<file path="src/rtl/irq_regblock_pkg.sv">
package irq_regblock_pkg;

    localparam int REG_W = 32;

    typedef logic [REG_W-1:0] reg_word_t;

    typedef enum logic [2:0] {
        SEL_NONE,
        SEL_PEND,
        SEL_ACK,
        SEL_ENA,
        SEL_VIEW
    } reg_sel_e;

    typedef struct packed {
        reg_sel_e  sel;
        logic      we;
        reg_word_t data;
    } reg_access_t;

    // Drops are applied first and raises last, so a raise is never lost.
    function automatic reg_word_t apply_events(reg_word_t base, reg_word_t drop, reg_word_t raise);
        return (base & ~drop) | raise;
    endfunction

    function automatic reg_word_t read_word(reg_sel_e sel, reg_word_t pend, reg_word_t ena);
        reg_word_t r;
        case (sel)
            SEL_PEND: r = pend;
            SEL_ENA:  r = ena;
            SEL_VIEW: r = pend & ena;
            default:  r = '0;
        endcase
        return r;
    endfunction

    function automatic logic writes_to(reg_access_t a, reg_sel_e s);
        return a.we && (a.sel == s);
    endfunction

endpackage

</file>
<file path="src/rtl/irq_addr_decode.sv">
module irq_addr_decode
    import irq_regblock_pkg::*;
#(
    parameter int                ADDR_W   = 12,
    parameter logic [ADDR_W-1:0] OFF_PEND = 'h020,
    parameter logic [ADDR_W-1:0] OFF_ACK  = 'h024,
    parameter logic [ADDR_W-1:0] OFF_ENA  = 'h028,
    parameter logic [ADDR_W-1:0] OFF_VIEW = 'h02C
) (
    input  logic [ADDR_W-1:0] addr,
    input  logic              we,
    input  reg_word_t         wdata,
    output reg_access_t       acc
);

    reg_sel_e sel;

    always_comb begin
        if (addr == OFF_PEND)      sel = SEL_PEND;
        else if (addr == OFF_ACK)  sel = SEL_ACK;
        else if (addr == OFF_ENA)  sel = SEL_ENA;
        else if (addr == OFF_VIEW) sel = SEL_VIEW;
        else                       sel = SEL_NONE;
    end

    assign acc = '{sel: sel, we: we, data: wdata};

endmodule

</file>
<file path="src/rtl/irq_state_regs.sv">
module irq_state_regs
    import irq_regblock_pkg::*;
(
    input  logic        clk,
    input  logic        rst,
    input  reg_access_t bus_acc,
    input  reg_access_t dbg_acc,
    input  reg_word_t   evt_raise,
    input  reg_word_t   evt_drop,
    output reg_word_t   pend_q,
    output reg_word_t   ena_q,
    output reg_word_t   pend_d,
    output reg_word_t   ena_d,
    output logic        quiet
);

    reg_word_t pend_base;
    reg_word_t drop_vec;
    logic      dbg_pend_wr;
    logic      dbg_ena_wr;

    assign dbg_pend_wr = writes_to(dbg_acc, SEL_PEND);
    assign dbg_ena_wr  = writes_to(dbg_acc, SEL_ENA);
    assign quiet       = dbg_pend_wr || dbg_ena_wr;

    always_comb begin
        pend_base = writes_to(bus_acc, SEL_PEND) ? bus_acc.data : pend_q;
        drop_vec  = evt_drop | (writes_to(bus_acc, SEL_ACK) ? bus_acc.data : '0);
        pend_d    = apply_events(pend_base, drop_vec, evt_raise);
        if (dbg_pend_wr) pend_d = dbg_acc.data;

        ena_d = ena_q;
        if (writes_to(bus_acc, SEL_ENA)) ena_d = bus_acc.data;
        if (dbg_ena_wr)                  ena_d = dbg_acc.data;
    end

    always_ff @(posedge clk) begin
        if (rst) begin
            pend_q <= '0;
            ena_q  <= '0;
        end else begin
            pend_q <= pend_d;
            ena_q  <= ena_d;
        end
    end

    AST_RESET_CLEAN: assert property (@(posedge clk) disable iff (rst)
        $fell(rst) |-> (pend_q == '0) && (ena_q == '0));

    AST_RAISE_LANDS: assert property (@(posedge clk) disable iff (rst)
        (|evt_raise) && !dbg_pend_wr |=> ((pend_q & $past(evt_raise)) == $past(evt_raise)));

    AST_DROP_LANDS: assert property (@(posedge clk) disable iff (rst)
        (|evt_drop) && !dbg_pend_wr && !writes_to(bus_acc, SEL_PEND)
        |=> ((pend_q & $past(evt_drop & ~evt_raise)) == '0));

    AST_REGS_HOLD: assert property (@(posedge clk) disable iff (rst)
        (evt_raise == '0) && (evt_drop == '0) && !quiet
        && !writes_to(bus_acc, SEL_PEND) && !writes_to(bus_acc, SEL_ACK)
        && !writes_to(bus_acc, SEL_ENA)
        |=> $stable(pend_q) && $stable(ena_q));

endmodule

</file>
<file path="src/rtl/irq_combine.sv">
module irq_combine
    import irq_regblock_pkg::*;
(
    input  logic      clk,
    input  logic      rst,
    input  reg_word_t pend_q,
    input  reg_word_t ena_q,
    input  reg_word_t pend_d,
    input  reg_word_t ena_d,
    input  logic      quiet,
    output logic      irq_out,
    output logic      irq_changed
);

    logic level_now;
    logic level_next;
    logic chg_q;
    logic quiet_q;

    assign level_now  = |(pend_q & ena_q);
    assign level_next = |(pend_d & ena_d);

    always_ff @(posedge clk) begin
        if (rst) begin
            chg_q   <= 1'b0;
            quiet_q <= 1'b0;
        end else begin
            chg_q   <= (level_next != level_now) && !quiet;
            quiet_q <= quiet;
        end
    end

    assign irq_out     = level_now;
    assign irq_changed = chg_q;

    AST_PULSE_ON_FLIP: assert property (@(posedge clk) disable iff (rst)
        irq_changed |-> (irq_out != $past(irq_out)));

    AST_FLIP_GIVES_PULSE: assert property (@(posedge clk) disable iff (rst)
        (irq_out != $past(irq_out)) && !quiet_q |-> irq_changed);

    AST_NO_PULSE_AFTER_RESET: assert property (@(posedge clk) disable iff (rst)
        $fell(rst) |-> !irq_changed && !irq_out);

endmodule

</file>
<file path="src/rtl/irq_regblock.sv">
module irq_regblock
    import irq_regblock_pkg::*;
#(
    parameter int                ADDR_W   = 12,
    parameter logic [ADDR_W-1:0] OFF_PEND = 'h020,
    parameter logic [ADDR_W-1:0] OFF_ACK  = 'h024,
    parameter logic [ADDR_W-1:0] OFF_ENA  = 'h028,
    parameter logic [ADDR_W-1:0] OFF_VIEW = 'h02C
) (
    input  logic              clk,
    input  logic              rst,
    input  logic [ADDR_W-1:0] bus_addr,
    input  logic              bus_we,
    input  logic [REG_W-1:0]  bus_wdata,
    output logic [REG_W-1:0]  bus_rdata,
    input  logic [ADDR_W-1:0] dbg_addr,
    input  logic              dbg_we,
    input  logic [REG_W-1:0]  dbg_wdata,
    output logic [REG_W-1:0]  dbg_rdata,
    input  logic [REG_W-1:0]  evt_raise,
    input  logic [REG_W-1:0]  evt_drop,
    output logic              irq_out,
    output logic              irq_changed
);

    localparam int NPORT = 2;
    localparam int P_BUS = 0;
    localparam int P_DBG = 1;

    logic [ADDR_W-1:0] p_addr  [NPORT];
    logic              p_we    [NPORT];
    reg_word_t         p_wdata [NPORT];
    reg_access_t       p_acc   [NPORT];
    reg_word_t         p_rdata [NPORT];

    reg_word_t pend_q, ena_q, pend_d, ena_d;
    logic      quiet;

    assign p_addr[P_BUS]  = bus_addr;
    assign p_we[P_BUS]    = bus_we;
    assign p_wdata[P_BUS] = bus_wdata;
    assign p_addr[P_DBG]  = dbg_addr;
    assign p_we[P_DBG]    = dbg_we;
    assign p_wdata[P_DBG] = dbg_wdata;

    for (genvar g = 0; g < NPORT; g++) begin : g_port
        irq_addr_decode #(
            .ADDR_W(ADDR_W), .OFF_PEND(OFF_PEND), .OFF_ACK(OFF_ACK),
            .OFF_ENA(OFF_ENA), .OFF_VIEW(OFF_VIEW)
        ) u_dec (
            .addr (p_addr[g]),
            .we   (p_we[g]),
            .wdata(p_wdata[g]),
            .acc  (p_acc[g])
        );
        assign p_rdata[g] = read_word(p_acc[g].sel, pend_q, ena_q);
    end

    irq_state_regs u_regs (
        .clk      (clk),
        .rst      (rst),
        .bus_acc  (p_acc[P_BUS]),
        .dbg_acc  (p_acc[P_DBG]),
        .evt_raise(evt_raise),
        .evt_drop (evt_drop),
        .pend_q   (pend_q),
        .ena_q    (ena_q),
        .pend_d   (pend_d),
        .ena_d    (ena_d),
        .quiet    (quiet)
    );

    irq_combine u_comb (
        .clk        (clk),
        .rst        (rst),
        .pend_q     (pend_q),
        .ena_q      (ena_q),
        .pend_d     (pend_d),
        .ena_d      (ena_d),
        .quiet      (quiet),
        .irq_out    (irq_out),
        .irq_changed(irq_changed)
    );

    assign bus_rdata = p_rdata[P_BUS];
    assign dbg_rdata = p_rdata[P_DBG];

    AST_PORTS_AGREE: assert property (@(posedge clk) disable iff (rst)
        (bus_addr == dbg_addr) |-> (bus_rdata == dbg_rdata));

    AST_LINE_MATCHES_VIEW: assert property (@(posedge clk) disable iff (rst)
        (bus_addr == OFF_VIEW) |-> (irq_out == (bus_rdata != '0)));

endmodule

</file>
<file path="config.mk">
export PLATFORM = sky130hd
export DESIGN_NAME = irq_regblock
export DESIGN_NICKNAME = d
export VERILOG_FILES = /design/src/rtl/irq_regblock_pkg.sv /design/src/rtl/irq_addr_decode.sv /design/src/rtl/irq_state_regs.sv /design/src/rtl/irq_combine.sv /design/src/rtl/irq_regblock.sv
export SDC_FILE = /design/constraint.sdc
export NUM_CORES = 1
export LEC_CHECK = 0
export ABC_AREA = 1
export BUFFER_PORTS_ARGS = -buffer_cell sky130_fd_sc_hd__buf_2
export CELL_PAD_IN_SITES_DETAIL_PLACEMENT = 1
export CELL_PAD_IN_SITES_GLOBAL_PLACEMENT = 1
export CORE_MARGIN = 2
export CORE_UTILIZATION = 30
export CTS_CLUSTER_DIAMETER = 100
export DETAILED_ROUTE_END_ITERATION = 7
export PLACE_DENSITY_LB_ADDON = 0.1
export SLEW_MARGIN = 20
export SYNTH_ARGS = -nofsm -noshare
export SYNTH_HDL_FRONTEND = slang
export SYNTH_SLANG_ARGS = --single-unit
</file>
<file path="constraint.sdc">
create_clock -name clk -period 1.66 [get_ports clk]
set_input_delay 0.083 -clock clk [delete_from_list [all_inputs] [get_ports clk]]
set_output_delay 0.083 -clock clk [all_outputs]
set_load 0.01 [all_outputs]
</file>
# Word-level counts from Yosys, hierarchy flattened
# Cells that the tools add are included.
[totals]
ff_bits = 65
inputBits = 156
output_inout_bits = 66
word_cells = 50
[classes]
n_eq_ne = 16
mux = 15
bitwise_logic = 6
reduce_logical = 10
[op_table]
columns = ["cell", "count"]
rows = [
  ["$pmux W32 S3", 2],
  ["$mux W32", 5],
  ["$and A32 B32 Y32", 3],
  ["$eq A12 B6 Y1 const B", 8],
  ["$or A32 B32 Y32", 2],
  ["$reduce_or A32 Y1", 2],
  ["$not A32 Y32", 1],
  ["$mux W3", 8],
  ["$eq A3 B2 Y1 const B", 3],
  ["$eq A3 B1 Y1 const B", 2],
  ["$eq A3 B3 Y1 const B", 2],
  ["$logic_and A1 B1 Y1", 6],
  ["$logic_not A1 Y1", 1],
  ["$logic_or A1 B1 Y1", 1],
  ["$ne A1 B1 Y1", 1],
]

# Longest topological paths before layout
# Gate-level depths: netlist of the first run.
[depth]
depth_word = 17
ltp_mapped = 19
ltp_nobuf = 17

# Modules after synthesis
# Synthesis of the first run repeated with hierarchy kept, for this count alone.
[hier_totals]
hier_cells = 1432
hier_area_um2 = 7753.7
[modules_own_cells]
columns = ["module", "instances", "cells_each", "area_per_inst_um2", "seq_area_each_um2"]
rows = [
  ["irq_state_regs", 1, 828, 4355.4, 1281.2],
  ["irq_regblock", 1, 380, 2244.7, 0.0],
  ["irq_addr_decode", 2, 46, 316.6, 0.0],
  ["irq_combine", 1, 132, 520.5, 20.0],
]

# Least setup slack after synthesis of the first run
# No wires, ideal clock.
[synth_timing]
path_type = "input to register"
startpoint = "input port bus_addr[11]"
endpoint = "register u_comb.chg_q, in the netlist u_comb.irq_changed"
setup_time_ns = 0.115
arrival_ns = 1.505
required_time_ns = 1.545
setup_slack_ns = 0.040
path_stages = 18
n_path_buf = 2
cell_sequence = "nor2_1 > nand2_1 > nor2_4 > buf_6 > nand3_4 > buf_6 > nand2_1 > nand3_1 > o21ai_1 > inv_2 > nand3_1 > nand2_1 > nor2_1 > nand2_1 > nor2_1 > nand3_1 > nand2_1 > nor2_1"
[synth_between]
elab_chain_cells = 17
elab_cells_between_ends = 27
classes_between = "eq/ne (8); mux (9); bitwise (5); reduce/logical (5)"
[synth_rtl]
columns = ["element", "line_no", "rtl"]
rows = [
  ["start: declaration", "irq_regblock.sv:12", "input logic [ADDR_W-1:0] bus_addr,"],
  ["$eq A12 B6 Y1", "irq_addr_decode.sv:22", "else if (addr == OFF_VIEW) sel = SEL_VIEW;"],
  ["$mux W3", "irq_addr_decode.sv:22", ""],
  ["$mux W3", "irq_addr_decode.sv:21", "else if (addr == OFF_ENA) sel = SEL_ENA;"],
  ["$mux W3", "irq_addr_decode.sv:20", "else if (addr == OFF_ACK) sel = SEL_ACK;"],
  ["$mux W3 *", "irq_addr_decode.sv:19", "if (addr == OFF_PEND) sel = SEL_PEND;"],
  ["$eq A3 B2 Y1", "irq_regblock_pkg.sv:38", "return a.we && (a.sel == s);"],
  ["$logic_and A1 B1 Y1", "irq_regblock_pkg.sv:38", ""],
  ["$mux W32", "irq_state_regs.sv:28", "drop_vec = evt_drop | (writes_to(bus_acc, SEL_ACK) ? bus_acc.data : '0);"],
  ["$or A32 B32 Y32", "irq_state_regs.sv:28", ""],
  ["$not A32 Y32", "irq_regblock_pkg.sv:23", "return (base & ~drop) | raise;"],
  ["$and A32 B32 Y32", "irq_regblock_pkg.sv:23", ""],
  ["$or A32 B32 Y32", "irq_regblock_pkg.sv:23", ""],
  ["$mux W32", "irq_state_regs.sv:30", "if (dbg_pend_wr) pend_d = dbg_acc.data;"],
  ["$and A32 B32 Y32 *", "irq_combine.sv:21", "assign level_next = |(pend_d & ena_d);"],
  ["$reduce_or A32 Y1 *", "irq_combine.sv:21", ""],
  ["$ne A1 B1 Y1 *", "irq_combine.sv:28", "chg_q <= (level_next != level_now) && !quiet;"],
  ["$logic_and A1 B1 Y1 *", "irq_combine.sv:28", ""],
  ["end signal: assignment", "irq_combine.sv:28", ""],
  ["end: declaration", "irq_combine.sv:17", "logic chg_q;"],
]
# Mark *: on every way between the ends. The rest lies on a longest branch, timed or not.
# A chain may end at the register's enable or synchronous reset.

# Final worst setup path of the first run
[layout_timing]
startpoint = "input port bus_addr[6]"
endpoint = "register u_comb.chg_q, in the netlist u_comb.irq_changed"
# Same word-level chain as after synthesis.

==> impl_metrics.py, run 1 <==
metrics = {
    "critical_path": {
        "timing.critical_path.max_delay_family": "simple AND/OR/NAND/NOR gates",
        "cp_data_required_time_ns": 1.91,
        "critical_path.slowest_cell": "sky130_fd_sc_hd__buf_12",
        "setup.worst_path.end_class": "register",
        "slowest_delay_ns": 0.21,
        "worstPathMaxFanout": 8,
        "timing.critical_path.buf_inv": 5,
        "cp.arrival_ns": 2.12,
        "setup.worst_path.start_class": "input port",
        "crit_path_cell_trace": "buf_2, nor2_2, nand2_2, nor2_4, buf_6, buf_6, nand3_4, buf_12, nand2_1, nand3_1, nand2_1, inv_1, nand3_2, nand2_2, nor2_4, nand2_2, nor2_4, nand3_2, nand2_1, nor2_1",
        "path_class": "input port to register",
    },
    "clock_network": {
        "ctsHoldBuffers": 0,
        "cts_made_buffers": 9,
        "numClockSinks": 65,
        "clkSlewWorstSetupHoldPaths_ns": 0.06,
        "worstSkewPairLatency_ns": 0.35,
        "max-clock-path-buffers": 2,
        "cts.root.buffer_cell": "sky130_fd_sc_hd__clkbuf_16",
        "tritoncts": "yes",
        "htree_num_levels": 3,
    },
    "detailed_routing": {
        "drc": 0,
        "drt_iter0_markers": 491,
        "avgViaCountPerCell": 5.30,
        "dr_total_vias": 9029,
        "detail_route_antenna_nets": 0,
        "wl_per_cell_um": 19.8,
        "drt_pass1_iterations": 5,
        "wirelength_um": 33800,
    },
    "power_and_ir_drop": {
        "fin_total_pwr_mw": 4.52,
        "leakage_nw": 5.46,
        "irDropWorstVdd_v": 0.000516,
        "power_density_nw_per_um2": 431,
    },
    "synthesis": {
        "synth_sequential_area_ratio": 0.209,
        "number_of_synthesized_register_bits": 65,
        "synthDominantCellAreaShare": 0.209,
        "synth.largest_area_cell": "sky130_fd_sc_hd__dfxtp_1",
        "synth_cell_type_count": 37,
        "synth_cells": 1078,
        "syn-mean-instance-area_um2": 5.79,
        "post_synthesis_cell_area_um2": 6240,
        "synth_area_leaders": "sky130_fd_sc_hd__dfxtp_1 (21%), sky130_fd_sc_hd__nand2_1 (16%), sky130_fd_sc_hd__inv_1 (9.9%)",
        "yosysWarningCount": 0,
        "syn-num-nets": 1234,
    },
    "finish": {
        "count_of_placed_standard_cells_in_the_final_layout_fillers_left_out": 1705,
        "area_growth_pct": 68.1,
        "layout.cells.most_common_list": "sky130_fd_sc_hd__nand2_1 (227), sky130_fd_sc_hd__buf_2 (210), sky130_fd_sc_hd__inv_1 (162), sky130_fd_sc_hd__buf_4 (130), sky130_fd_sc_hd__nand4_1 (88)",
        "mostFrequentLayoutCell": "sky130_fd_sc_hd__nand2_1",
        "post_layout_nets": 1586,
        "post-route-util": 0.517,
        "count_of_inserted_antenna_diode_cells": 0,
        "n_fill_cell": 2697,
        "multi_input_combinational_cell_area_um2": 4510,
        "layout.area.seq_um2": 1310,
        "drive_gt1_frac": 0.438,
    },
    "floorplanning": {
        "fp.dieH_um": 148,
        "boundaryPins": 222,
        "die-width_um": 148,
        "starting_density_of_the_core": 0.307,
        "core_region_area_um2": 20300,
        "num_rows": 52,
        "floorplan.die_area_um2": 22000,
    },
    "sta": {
        "final_min_period_ns": 1.87,
        "slew-limit-headroom": 0.620,
        "final_worst_setup_slack_ns": -0.212,
        "setup_viol": 38,
        "tns_ns": -4.22,
        "fin_skew_ns": 0.0117,
        "finalHoldViolations": 0,
        "min_period_over_period": 1.13,
        "worst_hold_slack_ns": 0.0281,
        "max_slew_violations": 0,
        "setup_repair_after_global_routing_missed_its_margin": "true",
        "achievable-frequency_mhz": 534,
        "worst_pin_slew_ns": 0.570,
    },
    "flow_run": {
        "drv_cap": 0,
    },
    "placement": {
        "port_buffers": 221,
        "placed_wire_length_estimate_um": 22700,
        "place.detailed.instances": 1629,
        "gp_routability_congestion": 0.880,
    },
    "hold_path": {
        "min_path_type": "input port to register",
    },
    "status": {
        "status": "complete, but fails checks",
        "violations": "negative setup slack",
    },
    "global_route": {
        "busiest_layer": "met2",
        "globalRouteTotalUtil": 0.294,
        "grt-ovfl-total": 0,
        "global_route.usage.met3": 0.0540,
        "grt_use_met2": 0.505,
        "grt_antenna_before_repair": 1,
        "grt_max_degree": 34,
        "use_met1": 0.364,
        "first_global_vias": 8926,
        "first_pass_grt_wire_length_um": 49400,
    },
}
==> where the power goes <==
| part | internal, mW | switching (mW) |
|---|---|---|
| clock network | 1.25 | 0.781 |
| registers | 1.61 | 0.0477 |
| logic | 0.349 | 0.487 |
==> final timing paths <==
kind | from | to | slack (ns) | cells past startpoint
worst min register to register | u_regs.ena_q[20] | u_regs.ena_q[20] | 0.64 | 4
worst min-delay path | dbg_wdata[13] | u_regs.ena_q[13] | 0.03 | 3
worst max-delay path | bus_addr[6] | u_comb.irq_changed | -0.21 | 20
worst max register to register | u_regs.pend_q[5] | u_comb.irq_changed | 0 | 8
==> per-layer routing <==
layer	share of wire	wire length, µm
met5	0.00038	13
met4	0.033	1130
met3	0.065	2200
met2	0.48	16200
met1	0.42	14200
==> registers in the layout, indices dropped and copies added (netlist names) <==
name and flops:
u_comb.irq_changed 1, u_regs.ena_q 32, u_regs.pend_q 32
==> kinds of logic (layout without fill, tap and decap cells) <==
family,Yosys count,in the layout,synth area share
AOI/OAI and AO/OA,188,188,0.197
buffers and inverters,249,606,0.165
DFF,65,65,0.209
muxes,1,1,0.00160
and+or+nand+nor,575,575,0.428
==> timing repair <==
item                       CTS  global route
setup buffers               30            19
gates cloned                12             3
pin swaps                   26            51
gates resized for setup    155           128
setup endpoints to repair   65            67
==> worst reg2reg max path, stage by stage, from the launching register on <==
cell	delay, ns
sky130_fd_sc_hd__dfxtp_2	0.33
sky130_fd_sc_hd__a22o_1	0.26
sky130_fd_sc_hd__nor4_2	0.32
sky130_fd_sc_hd__buf_4	0.17
sky130_fd_sc_hd__and3_4	0.19
sky130_fd_sc_hd__buf_4	0.12
sky130_fd_sc_hd__nand3_2	0.06
sky130_fd_sc_hd__nand2_1	0.07
sky130_fd_sc_hd__nor2_1	0.04
==> synth_stat cells (all sizes together) <==
cell / n
inv: 176
a221oi: 4
a21oi: 20
buf: 36
and3: 1
o21bai: 1
dfxtp: 65
a21o: 3
nor2: 91
a211o: 31
clkinv: 1
a211oi: 1
clkbuf: 36
nand3: 80
or2: 43
o211ai: 31
o21ai: 84
mux2i: 1
nand2: 266
a22o: 12
a22oi: 1
nor4: 2
nor3: 4
nand4: 88
==> layout make-up <==
class                      count  area share
inverter                     177      0.0638
timing repair buffer         413       0.320
clock buffer                  12      0.0245
sequential                    65       0.124
tap                          270      0.0322
multi-input combinational    764       0.430
clock inverter                 4     0.00489
==> stage by stage <==
step	instance area [µm²]	worst slack, ns
floorplan	6240	0.0404
global placement	8540	-0.579
detailed placement	8540	-0.602
CTS	9870	-0.162
global route	10500	-0.361
finish	10500	-0.212
Note: power is estimated with default switching activity, not from simulation.
==> run 2: changes to the inputs <==
--- a/config.mk
+++ b/config.mk
@@ -12,3 +12,3 @@
 export CORE_MARGIN = 2
-export CORE_UTILIZATION = 30
+export CORE_UTILIZATION = 36
 export CTS_CLUSTER_DIAMETER = 100
==> constraint.sdc (replaced) <==
create_clock -name clk -period 2.3 [get_ports clk]
set_input_delay 0.46 -clock clk [delete_from_list [all_inputs] [get_ports clk]]
set_output_delay 0.46 -clock clk [all_outputs]
set_load 0.01 [all_outputs]
==> impl_metrics.py, run 2 (synthesis results as in run 1) <==
metrics = {
    "status": {
        "status": "complete, but fails checks",
        "violations": "negative setup slack",
    },
    "power_and_ir_drop": {
        "p_sw_frac": 0.306,
        "irDropWorstVdd_v": 0.000382,
        "power_density_nw_per_um2": 322,
        "switchingPower_mw": 0.950,
        "power_frac_seq": 0.386,
        "leakage_nw": 5.07,
        "power.combinational.fraction": 0.182,
        "share_clk_of_total_power": 0.432,
        "internal_power_mw": 2.15,
    },
    "sta": {
        "min_period_over_period": 1.07,
        "setup_repair_after_global_routing_missed_its_margin": "true",
        "finalHoldViolations": 0,
        "setup_viol": 34,
        "achievable-frequency_mhz": 408,
        "worst_pin_slew_ns": 0.395,
        "slew-limit-headroom": 0.737,
        "fin_skew_ns": 0.00434,
        "tns_ns": -3.96,
        "final_worst_setup_slack_ns": -0.152,
        "final_min_period_ns": 2.45,
        "max_slew_violations": 0,
    },
    "finish": {
        "drive_gt1_frac": 0.394,
        "layout.cells.most_common_list": "sky130_fd_sc_hd__nand2_1 (238), sky130_fd_sc_hd__buf_2 (213), sky130_fd_sc_hd__inv_1 (161), sky130_fd_sc_hd__buf_4 (103), sky130_fd_sc_hd__nand4_1 (88)",
        "post_layout_nets": 1541,
        "area_growth_pct": 54.4,
        "n_fill_cell": 2366,
        "mostFrequentLayoutCell": "sky130_fd_sc_hd__nand2_1",
        "post-route-util": 0.563,
    },
    "detailed_routing": {
        "drt_iter0_markers": 615,
        "wl_per_cell_um": 20.5,
        "drc": 0,
        "dr_total_vias": 9042,
        "avgViaCountPerCell": 5.59,
        "drt_pass1_iterations": 6,
        "detail_route_antenna_nets": 0,
        "wirelength_um": 33200,
    },
    "global_route": {
        "globalRouteTotalUtil": 0.315,
        "grt-ovfl-total": 0,
        "grt_antenna_before_repair": 3,
        "first_global_vias": 8446,
        "grt_max_degree": 38,
        "first_pass_grt_wire_length_um": 44800,
    },
    "floorplanning": {
        "num_rows": 48,
        "core_region_area_um2": 17100,
        "fp.dieH_um": 136,
        "die-width_um": 136,
        "boundaryPins": 222,
        "starting_density_of_the_core": 0.365,
        "floorplan.die_area_um2": 18400,
    },
    "critical_path": {
        "critical_path.reg2reg.startpoint": "u_regs.ena_q[1]",
        "cp_data_required_time_ns": 1.84,
        "setup.worst_path.end_class": "output port",
        "r2r_setup_slack_ns": 0.54,
        "setup.worst_path.start_class": "input port",
        "path_class": "input port to output port",
        "worstPathMaxFanout": 7,
        "slowest_delay_ns": 0.30,
        "crit_path_cell_trace": "buf_6, nor2_2, nand2_2, nor2_4, nand2_2, nor3_4, buf_6, inv_8, buf_12, a211o_1, o21ai_2, buf_2",
        "critical_path.slowest_cell": "sky130_fd_sc_hd__a211o_1",
        "worst_r2r_path_depth": 9,
        "cp.arrival_ns": 1.99,
        "worst_r2r_endpoint": "u_comb.irq_changed",
    },
    "clock_network": {
        "tritoncts": "yes",
        "numClockSinks": 65,
        "max-clock-path-buffers": 2,
        "clkSlewWorstSetupHoldPaths_ns": 0.06,
        "cts.root.buffer_cell": "sky130_fd_sc_hd__clkbuf_16",
        "worstSkewPairLatency_ns": 0.35,
        "cts_made_buffers": 9,
        "htree_num_levels": 3,
    },
    "placement": {
        "port_buffers": 221,
        "gp_routability_congestion": 0.880,
        "placed_wire_length_estimate_um": 21500,
    },
    "hold_path": {
        "hp-start": "rst",
        "worst_hold_endpoint": "u_regs.ena_q[11]",
        "min_path_type": "input port to register",
        "whs_path_depth": 2,
    },
    "flow_run": {
        "drv_cap": 0,
    },
}
## run 2: changes by cell type in the layout (fill, tap and decap cells not counted), moves of 4 or more
cell and change:
sky130_fd_sc_hd__buf_6 -6, sky130_fd_sc_hd__nand2_2 -10, sky130_fd_sc_hd__a21oi_1 +7, sky130_fd_sc_hd__clkbuf_16 +4, sky130_fd_sc_hd__o21ai_1 +17, sky130_fd_sc_hd__nor2_2 +7
sky130_fd_sc_hd__nand2_1 +11, sky130_fd_sc_hd__buf_12 -11, sky130_fd_sc_hd__nor2_4 -7, sky130_fd_sc_hd__buf_4 -27, sky130_fd_sc_hd__buf_16 -7, sky130_fd_sc_hd__o21ai_2 -14
sky130_fd_sc_hd__a21oi_2 -6
## run 2: critical path: cells and delay by family
kind	cells	cell delay, ns
compound gates	2	0.36
buf+inv	5	0.59
simple gates	5	0.58
## run 2: layout make-up
| type | count | area [µm²] | share of cell area |
|---|---|---|---|
| antenna | 2 | 5.00 | 0.000520 |
| tap | 225 | 282 | 0.0292 |
| sequential | 65 | 1310 | 0.136 |
| multi-input combinational | 764 | 4330 | 0.450 |
| timing repair buffer | 368 | 2760 | 0.286 |
| clock inverter | 4 | 28.8 | 0.00299 |
| clock buffer | 12 | 246 | 0.0256 |
| inverter | 177 | 678 | 0.0704 |
## run 2: what timing repair did
| action | in CTS | in global routing |
|---|---|---|
| pin swaps | 5 | 57 |
| hold buffers | 0 | 0 |
| cloned | 5 | 9 |
| setup endpoints to repair | 61 | 66 |
| resized for setup | 63 | 154 |
| buffers inserted | 4 | 21 |
## run 2: power groups by stage
stage,clock network [mW],registers [mW],logic (mW)
floorplan,0,1.21,0.232
global route,1.39,1.20,0.610
finish,1.34,1.20,0.564
global placement,0,1.22,0.490
CTS,1.32,1.20,0.512
detailed placement,0,1.22,0.500
## run 2: through the flow
step	setup slack (ns)	cells	area, µm²	hold WS (ns)	power (mW)
after detailed placement	-0.337	1560	8280	0.615	1.72
final	-0.152	1617	9630	0.391	3.10
after CTS	-0.197	1585	8840	0.386	3.03
after global placement	-0.300	1560	8280	0.613	1.71
after global routing	-0.247	1616	9630	0.402	3.20
after floorplan	0.0744	1078	6240	0.568	1.44
## run 2: how the worst max path moves through the flow
stage	start	cells after the start	slack (ns)	endpoint
4_1_cts	dbg_addr[7]	12	-0.20	dbg_rdata[14]
2_1_floorplan	dbg_addr[7]	9	0.07	dbg_rdata[10]
5_1_grt	dbg_addr[9]	12	-0.25	dbg_rdata[12]
6_report	dbg_addr[9]	12	-0.15	dbg_rdata[19]
3_3_place_gp	dbg_addr[7]	12	-0.30	dbg_rdata[13]
3_5_place_dp	dbg_addr[7]	12	-0.34	dbg_rdata[13]
## run 2: layer usage
metal / share of wire / up-vias / GRT usage / wire length (µm)
li1: - / 4182 / - / -
met1: 0.40 / 4338 / 0.402 / 13400
met2: 0.48 / 401 / 0.549 / 15900
met3: 0.069 / 119 / 0.0367 / 2290
met4: 0.050 / 2 / 0.106 / 1660
met5: 0.00039 / - / 0 / 13
==> run 3: changes to the inputs <==
CORE_ASPECT_RATIO = 0.75   (was not set)
clock period = 3.07 ns   (was 2.3 ns; I/O delays follow)
==> impl_metrics.py, run 3 (synthesis results as in run 1) <==
metrics = {
    "sta": {
        "setup_repair_after_global_routing_missed_its_margin": "false",
        "slew-limit-headroom": 0.526,
        "setup_viol": 0,
        "max_slew_violations": 0,
        "finalHoldViolations": 0,
        "tns_ns": 0,
        "final_worst_setup_slack_ns": 0.221,
        "fin_skew_ns": 0.00516,
        "min_period_over_period": 0.928,
        "final_min_period_ns": 2.85,
        "worst_pin_slew_ns": 0.712,
        "achievable-frequency_mhz": 351,
        "worst_hold_slack_ns": 0.587,
    },
    "critical_path": {
        "cp_data_required_time_ns": 2.46,
        "r2r_setup_slack_ns": 1.36,
        "setup.worst_path.start_class": "input port",
        "crit_path_cell_trace": "buf_2, nor2_1, nand2_1, nor2_4, nand2_1, clkinv_1, buf_4, nand2_1, a211o_1, o21ai_0, buf_2",
        "path_class": "input port to output port",
        "cp.arrival_ns": 2.23,
        "worstPathMaxFanout": 17,
        "slowest_delay_ns": 0.30,
        "critical_path.reg2reg.startpoint": "u_regs.pend_q[30]",
        "setup.worst_path.end_class": "output port",
        "critical_path.slowest_cell": "sky130_fd_sc_hd__a211o_1",
        "worst_r2r_endpoint": "u_comb.irq_changed",
        "timing.critical_path.mode_cell": "sky130_fd_sc_hd__nand2_1",
        "worst_r2r_path_depth": 12,
    },
    "finish": {
        "layout.area.seq_um2": 1300,
        "area_growth_pct": 27.0,
        "multi_input_combinational_cell_area_um2": 3930,
        "count_of_placed_standard_cells_in_the_final_layout_fillers_left_out": 1494,
        "post_layout_nets": 1430,
        "drive_gt1_frac": 0.270,
        "mostFrequentLayoutCell": "sky130_fd_sc_hd__nand2_1",
        "post-route-util": 0.470,
        "n_fill_cell": 2439,
        "layout.cells.most_common_list": "sky130_fd_sc_hd__nand2_1 (264), sky130_fd_sc_hd__buf_2 (221), sky130_fd_sc_hd__inv_1 (164), sky130_fd_sc_hd__nand4_1 (88), sky130_fd_sc_hd__nor2_1 (83)",
    },
    "placement": {
        "pre_cts_slack_ns": 0.0903,
        "port_buffers": 221,
        "gp_routability_congestion": 0.888,
        "placed_wire_length_estimate_um": 20500,
        "place.detailed.instances": 1478,
    },
    "hold_path": {
        "whs_path_depth": 3,
        "worst_hold_endpoint": "u_regs.ena_q[13]",
        "hp-start": "dbg_wdata[13]",
        "min_path_type": "input port to register",
    },
    "global_route": {
        "grt_antenna_before_repair": 2,
        "first_pass_grt_wire_length_um": 43300,
        "globalRouteTotalUtil": 0.298,
        "grt_max_degree": 42,
        "grt-ovfl-total": 0,
        "first_global_vias": 8084,
    },
    "detailed_routing": {
        "wl_per_cell_um": 18.3,
        "drt_iter0_markers": 529,
        "avgViaCountPerCell": 5.41,
        "detail_route_antenna_nets": 0,
        "wirelength_um": 27400,
        "dr_total_vias": 8089,
        "drc": 0,
        "drt_pass1_iterations": 5,
    },
    "clock_network": {
        "cts_made_buffers": 9,
        "tritoncts": "yes",
        "max-clock-path-buffers": 2,
        "cts.root.buffer_cell": "sky130_fd_sc_hd__clkbuf_16",
        "numClockSinks": 65,
        "worstSkewPairLatency_ns": 0.33,
        "clkSlewWorstSetupHoldPaths_ns": 0.05,
        "htree_num_levels": 3,
        "post-cts-setup-buffer-count": 0,
        "ctsHoldBuffers": 0,
        "cts_repair_resize_count": 0,
    },
    "floorplanning": {
        "num_rows": 41,
        "floorplan.die_area_um2": 18400,
        "starting_density_of_the_core": 0.370,
        "die-width_um": 156,
        "boundaryPins": 222,
        "fp.dieH_um": 118,
        "core_region_area_um2": 16900,
    },
    "status": {
        "status": "complete, no violations",
    },
    "flow_run": {
        "drv_cap": 0,
    },
    "power_and_ir_drop": {
        "leakage_nw": 4.26,
        "irDropWorstVdd_v": 0.000219,
        "power_density_nw_per_um2": 291,
    },
}
==> run 3: cell types whose count changed in the layout (fill, tap and decap cells not counted), moves of 12 or more <==
cell and change:
sky130_fd_sc_hd__o21ai_0 +65, sky130_fd_sc_hd__nand2_1 +26, sky130_fd_sc_hd__buf_6 -19, sky130_fd_sc_hd__buf_4 -74, sky130_fd_sc_hd__nand2_2 -22, sky130_fd_sc_hd__o21ai_1 -53, sky130_fd_sc_hd__nand3_2 -23, sky130_fd_sc_hd__nand3_1 +24
sky130_fd_sc_hd__o21ai_2 -12, sky130_fd_sc_hd__nor2_1 +15
==> run 3: how the worst max path moves through the flow <==
stage                                to  slack [ns]        start
final                     dbg_rdata[18]        0.22  dbg_addr[8]
after floorplan           dbg_rdata[10]        0.54  dbg_addr[7]
after CTS                 dbg_rdata[21]        0.08  dbg_addr[8]
after global routing      dbg_rdata[21]        0.01  dbg_addr[8]
after detailed placement  dbg_rdata[21]        0.09  dbg_addr[8]
after global placement    dbg_rdata[17]        0.23  dbg_addr[7]
==> run 3: metrics by stage <==
stage / power [mW] / cell area (µm²)
finish: 2.31 / 7930
global placement: 1.26 / 7620
global route: 2.40 / 7930
floorplan: 1.08 / 6240
CTS: 2.31 / 7920
detailed placement: 1.27 / 7620
==> run 3: layout make-up <==
class | instances | share of cell area
clock buffers | 12 | 0.0324
repair buffers | 257 | 0.185
flip-flops and latches | 65 | 0.164
multi-input cells | 764 | 0.496
diodes | 1 | 0.000316
inverters | 177 | 0.0838
well taps | 215 | 0.0339
clock inverters | 3 | 0.00505
==> run 3: report_power, final <==
part / internal, mW / leakage (nW) / total, mW / switching [mW]
sequential: 0.872 / 0.533 / 0.898 / 0.0259
combinational: 0.140 / 3.58 / 0.359 / 0.219
clock: 0.666 / 0.148 / 1.05 / 0.386
==> run 3: per-layer routing <==
metal / part of all wire / wire length [µm] / track usage / up-vias
li1: - / - / - / 3946
met1: 0.47 / 12800 / 0.419 / 3814
met2: 0.45 / 12400 / 0.480 / 303
met3: 0.068 / 1850 / 0.0431 / 24
met4: 0.011 / 307 / 0.0677 / 2
met5: 0.00047 / 13 / 0 / -
==> run 3: critical path: cells and delay by family <==
family	cells	cell delay, ns
and+or+nand+nor	5	0.60
buffers and inverters	4	0.64
AOI/OAI and AO/OA	2	0.37
